[src/rtl/timer_pkg.sv]
package timer_pkg;
  localparam int PRESC_W = 3;

  typedef struct packed {
    logic               run;
    logic               autoReload;
    logic [PRESC_W-1:0] prescale;
    logic               startPulse;
    logic               loadWr;
  } tmrStrobes_t;
endpackage

[src/rtl/timer_ctrl.sv]
module timer_ctrl
  import timer_pkg::*;
#(
  parameter int DATA_W = 32
) (
  input  logic              clk,
  input  logic              rstN,
  input  logic              wrCtrl,
  input  logic              wrLoad,
  input  logic [5:0]        wrBits,
  output logic [DATA_W-1:0] ctrlRd,
  output tmrStrobes_t       strb
);
  logic               startBit;
  logic               autoBit;
  logic [PRESC_W-1:0] prescBits;
  logic               clkEnBit;

  always_ff @(posedge clk) begin
    if (!rstN) begin
      startBit  <= 1'b0;
      autoBit   <= 1'b0;
      prescBits <= '0;
      clkEnBit  <= 1'b0;
    end else if (wrCtrl) begin
      startBit  <= wrBits[0];
      autoBit   <= wrBits[1];
      prescBits <= wrBits[4:2];
      clkEnBit  <= wrBits[5];
    end
  end

  always_comb begin
    ctrlRd      = '0;
    ctrlRd[0]   = startBit;
    ctrlRd[1]   = autoBit;
    ctrlRd[4:2] = prescBits;
    ctrlRd[5]   = clkEnBit;
  end

  always_comb begin
    strb.run        = clkEnBit && startBit;
    strb.autoReload = autoBit;
    strb.prescale   = prescBits;
    strb.startPulse = wrCtrl && wrBits[0] && !startBit;
    strb.loadWr     = wrLoad;
  end

  // a start rising edge leaves start set in the control register
  assert_start_latched_R5: assert property (@(posedge clk) disable iff (!rstN)
    strb.startPulse |=> ctrlRd[0]);
endmodule

[src/rtl/timer_datapath.sv]
module timer_datapath
  import timer_pkg::*;
#(
  parameter int DATA_W = 32
) (
  input  logic              clk,
  input  logic              rstN,
  input  logic              tickIn,
  input  tmrStrobes_t       strb,
  input  logic [DATA_W-1:0] wrData,
  output logic [DATA_W-1:0] count,
  output logic              irqOut
);
  localparam int DIV_W = 2 ** PRESC_W;

  logic [DATA_W-1:0] loadReg;
  logic [DIV_W-1:0]  prescCnt;
  logic [DIV_W-1:0]  divLast;
  logic              doneFlag;
  logic              tickOk;
  logic              stepNow;

  always_comb begin
    divLast = ~({DIV_W{1'b1}} << (int'(strb.prescale) + 1));
    tickOk  = strb.run && tickIn && !doneFlag;
    stepNow = tickOk && (prescCnt >= divLast);
  end

  always_ff @(posedge clk) begin
    if (!rstN) begin
      loadReg  <= '0;
      prescCnt <= '0;
      count    <= '0;
      doneFlag <= 1'b0;
      irqOut   <= 1'b0;
    end else begin
      irqOut <= 1'b0;
      if (strb.loadWr) loadReg <= wrData;
      if (strb.startPulse) begin
        count    <= loadReg;
        prescCnt <= '0;
        doneFlag <= 1'b0;
      end else if (stepNow) begin
        prescCnt <= '0;
        if (count == '0) begin
          irqOut <= 1'b1;
          if (strb.autoReload) count <= loadReg;
          else doneFlag <= 1'b1;
        end else begin
          count <= count - 1'b1;
        end
      end else if (tickOk) begin
        prescCnt <= prescCnt + 1'b1;
      end
    end
  end

  // interrupt is a single-cycle pulse
  assert_irq_single_R6: assert property (@(posedge clk) disable iff (!rstN)
    irqOut |=> !irqOut);
  // no run, no start edge -> count holds
  assert_hold_R9: assert property (@(posedge clk) disable iff (!rstN)
    (!strb.run && !strb.startPulse) |=> $stable(count));
  // a nonzero count moves by at most one step
  assert_step_R4: assert property (@(posedge clk) disable iff (!rstN)
    (!strb.startPulse && count != '0) |=>
      (count == $past(count) || count == $past(count) - 1'b1));
  // one-shot parks at zero
  assert_park_R8: assert property (@(posedge clk) disable iff (!rstN)
    (!strb.autoReload && !strb.startPulse && count == '0) |=> count == '0);
  // expired one-shot stays quiet
  assert_quiet_R8: assert property (@(posedge clk) disable iff (!rstN)
    (doneFlag && !strb.startPulse) |=> !irqOut);
endmodule

[src/rtl/interval_timer.sv]
module interval_timer
  import timer_pkg::*;
#(
  parameter int NUM_TIMERS = 2,
  parameter int ADDR_W     = 12,
  parameter int DATA_W     = 32
) (
  input  logic                  clk,
  input  logic                  rstN,
  input  logic                  tickIn,
  input  logic [ADDR_W-1:0]     busAddr,
  input  logic                  busWrEn,
  input  logic [DATA_W-1:0]     busWrData,
  output logic [DATA_W-1:0]     busRdData,
  output logic [NUM_TIMERS-1:0] irqOut
);
  localparam int STRIDE_SH = 8;
  localparam int SEL_W     = ADDR_W - STRIDE_SH;
  localparam logic [7:0] OFF_CTRL  = 8'h00;
  localparam logic [7:0] OFF_LOAD  = 8'h04;
  localparam logic [7:0] OFF_COUNT = 8'h08;

  logic [SEL_W-1:0]  instSel;
  logic [7:0]        regOff;
  logic [DATA_W-1:0] ctrlRd  [NUM_TIMERS];
  logic [DATA_W-1:0] countRd [NUM_TIMERS];

  assign instSel = busAddr[ADDR_W-1:STRIDE_SH];
  assign regOff  = busAddr[7:0];

  for (genvar i = 0; i < NUM_TIMERS; i++) begin : gTimer
    logic        hit;
    tmrStrobes_t strb;
    assign hit = (instSel == SEL_W'(i));

    timer_ctrl #(.DATA_W(DATA_W)) ctrl_i (
      .clk    (clk),
      .rstN   (rstN),
      .wrCtrl (busWrEn && hit && regOff == OFF_CTRL),
      .wrLoad (busWrEn && hit && regOff == OFF_LOAD),
      .wrBits (busWrData[5:0]),
      .ctrlRd (ctrlRd[i]),
      .strb   (strb)
    );

    timer_datapath #(.DATA_W(DATA_W)) dp_i (
      .clk    (clk),
      .rstN   (rstN),
      .tickIn (tickIn),
      .strb   (strb),
      .wrData (busWrData),
      .count  (countRd[i]),
      .irqOut (irqOut[i])
    );
  end

  always_comb begin
    busRdData = '0;
    for (int i = 0; i < NUM_TIMERS; i++) begin
      if (instSel == SEL_W'(i)) begin
        if (regOff == OFF_CTRL)       busRdData = ctrlRd[i];
        else if (regOff == OFF_COUNT) busRdData = countRd[i];
      end
    end
  end
endmodule

[config.mk]
export PLATFORM = sky130hd
export DESIGN_NAME = interval_timer
export DESIGN_NICKNAME = d
export VERILOG_FILES = /design/src/rtl/timer_pkg.sv /design/src/rtl/timer_ctrl.sv /design/src/rtl/timer_datapath.sv /design/src/rtl/interval_timer.sv
export SDC_FILE = /design/constraint.sdc
export NUM_CORES = 1
export LEC_CHECK = 0
export ABC_CLOCK_PERIOD_IN_PS = 7700
export BUFFER_PORTS_ARGS = -buffer_cell sky130_fd_sc_hd__buf_2
export CORE_ASPECT_RATIO = 1.4
export CORE_MARGIN = 1.5
export CORE_UTILIZATION = 60
export DETAILED_ROUTE_END_ITERATION = 8
export PLACE_DENSITY = 0.8
export SETUP_SLACK_MARGIN = 0.3
export SYNTH_ARGS = -nofsm -noshare
export SYNTH_HDL_FRONTEND = slang
export SYNTH_SLANG_ARGS = --single-unit
export TNS_END_PERCENT = 1
[constraint.sdc]
create_clock -name clk -period 7.7 [get_ports clk]
set_clock_uncertainty 0.1 [all_clocks]
set_input_delay 0.385 -clock clk [delete_from_list [all_inputs] [get_ports clk]]
set_output_delay 0.385 -clock clk [all_outputs]
set_load 0.1 [all_outputs]
==> flow_summary.toml <==
[status]
status = "finished, final reports clean"

[global_route]
grt_overflow = 0
grt_max_degree = 89
track_usage_pct = 35.01
grt_pass1_vias = 8295
antenna_found_initial = 0
grt_first_pass_wirelength_um = 42860

[clocking]
max-clock-path-buffers = 2
clock-sinks = 160
numCtsBuffers = 17
cts_max_level = 4
cts_hold_buf = 0
clock-root-buffer = "clkbuf_16"
post-cts-setup-buffers = 0
clk_latency_ps = 450
cts_tree = "done"
cts_resized = 0
clk_pin_slew_ps = 70

[cells_and_area]
post-route-util_pct = 68.36
final_cell_mix = "nand2_1, dfxtp_1, a21oi_1, nor2_1, buf_2"
multi_input_area_um2 = 5254
seqCellArea_um2 = 3203
layout-drive-gt1-share_pct = 13.36
syn2layout_area_growth_pct = 11.25
final_nets = 1266
final_area_um2 = 9874
fillers = 1300
diodes = 0
mostFrequentLayoutCell = "nand2_1"

[placed_design]
dp_hpwl_um = 18610
port_buffers = 81
gp_congestion = 0.9707
pre_cts_ws_ps = 4108
place_area_um2 = 9268

[power]
peakVddDrop_v = 0.0001316
power.density_nw_per_um2 = 178.4
p_leak_uw = 0.003628

[yosys]
ys_warn_count = 0
synth-edff-count = 0
seq_area_frac_synth_pct = 36.09
yosys.area.top_type = "dfxtp_1"
synthesis.area_um2 = 8876
synth_ff_type = "dfxtp_1"
synth.avg_cell_area_um2 = 7.625
syn_nets = 1238
yosysUniqueCellTypes = 64
synth.top_cell.area_share_pct = 36.09
syn_inst = 1164
synthArstFlopShare_pct = 0
ys_seq_elements = 160
synthTopCellsByArea = "dfxtp_1, a21oi_1, nand2_1"

[die]
core_area_um2 = 14440
start_util_pct = 61.45
num_io_pins = 82
die_area_um2 = 15540
fp.dieW_um = 105.8
rows = 52
fp.dieH_um = 146.9

[sta]
setup-tns-final_ps = 0
worst_slew_pin_slew_ps = 1147
slew_headroom_pct = 23.36
max_freq_mhz = 269.9
fin_crit_sh_pct = 48.11
fin_ws_ps = 3995
maxSlewViolCount = 0
rsz0062_at_grt = "false"
period_minus_slack_ps = 3705
fin_hold_ws_ps = 109.2
setup_viol = 0
hold_viol_final = 0

[critical_path]
reg2reg_depth = 12
rrSetupSlack_ps = 4000
critPathKind = "flop to flop"
cp_data_required_time_ps = 7900
reg2reg_to = "gTimer[1].dp_i.count[14]"
critPathCaptureType = "flop"
reg2reg_from = "gTimer[1].ctrl_i.prescBits[1]"
setup.worst_path.start_class = "flop"
crit_fanout = 22
arrival_ps = 3910

[route]
viasPerCell = 6.518
first_pass_iters = 5
ant_nets = 0
drt_iter0_drc = 718
drc_errors = 0
routedWlPerCell_um = 19.38
num_vias = 9086
totalWireLength_um = 27010

[worst_hold_path]
whs_path_depth = 3
min_path_type = "input pin to flop"
whs_endpoint = "gTimer[0].dp_i.loadReg[17]"
hp-start = "busWrData[17]"

[job]
maxCapViolCount = 0
[per-stage QoR]
stage,total power [µW],instances
2_1_floorplan,866.3,1164
3_3_place_gp,895.9,1362
3_5_place_dp,896.0,1362
4_1_cts,1764,1394
5_1_grt,1801,1394
6_report,1761,1394
[flip-flops by register name, summed over array words and instances (netlist names)]
name                     flops
gTimer.ctrl_i.startBit       2
gTimer.ctrl_i.autoBit        2
gTimer.dp_i.prescCnt        16
gTimer.dp_i.loadReg         64
gTimer.ctrl_i.clkEnBit       2
gTimer.dp_i.doneFlag         2
gTimer.dp_i.irqOut           2
gTimer.ctrl_i.prescBits      6
gTimer.dp_i.count           64
[worst max-delay path, cell delays in order, from the launching register on]
cell       delay, ps
dfxtp_1          450
ha_1             240
nand3_1           80
o21ai_0          170
nand2_1          110
ha_1             270
nand2b_1         150
a2111oi_0        600
o41ai_1          230
or2_1            330
o21ai_2          350
buf_4            350
o22ai_1          130
[worst max path at each step]
stage	start	end	slack, ps
final	gTimer[1].ctrl_i.prescBits[1]	gTimer[1].dp_i.count[14]	4000
after global placement	gTimer[1].ctrl_i.prescBits[1]	gTimer[1].dp_i.count[14]	4290
after detailed placement	gTimer[1].ctrl_i.prescBits[1]	gTimer[1].dp_i.count[14]	4110
after floorplan	busAddr[9]	busRdData[11]	4330
after CTS	gTimer[1].ctrl_i.prescBits[1]	gTimer[1].dp_i.count[14]	4080
after global routing	gTimer[1].ctrl_i.prescBits[1]	gTimer[1].dp_i.count[14]	3700
[per-layer routing]
layer / vias to the layer above / GRT usage [%] / part of all wire (%)
met1: 4206 / 43.37 / 39
met2: 523 / 57.34 / 46
met5: - / 0 / 0
met3: 96 / 5.634 / 8.8
li1: 4261 / - / -
met4: 0 / 20.41 / 5.8
[layout make-up]
| cell class | count | area share (%) |
|---|---|---|
| multi-input combinational | 900 | 53.21 |
| timing repair buffer | 94 | 5.094 |
| tap | 189 | 2.395 |
| inverter | 19 | 0.7223 |
| clock inverter | 14 | 1.698 |
| sequential | 160 | 32.44 |
| clock buffer | 18 | 4.448 |
[power breakdown]
part | internal, µW | switching, µW
combinational | 13.9 | 37.6
clock | 499 | 383
sequential | 827 | 0.0287
total | 1340 | 421
[cells in the mapped netlist (all sizes together), types with 25 or more instances]
cell      n
a21oi   157
a22oi    27
buf      33
clkbuf   52
dfxtp   160
ha       26
mux2i    29
nand2   185
nand3    26
nor2    106
nor3     39
nor4     30
o21ai    64
o22ai    25
[logic make-up (layout without fill, tap and decap cells)]
| group | after synthesis | count (layout) | share of synthesized area (%) |
|---|---|---|---|
| xor+xnor | 15 | 15 | 1.480 |
| fa+ha+maj | 26 | 26 | 3.665 |
| mux | 31 | 31 | 3.524 |
| buf+inv | 104 | 145 | 5.159 |
| compound gates | 342 | 342 | 22.84 |
| flops | 160 | 160 | 36.09 |
| simple gates | 486 | 486 | 27.25 |
(Power assumes the default switching activity.)
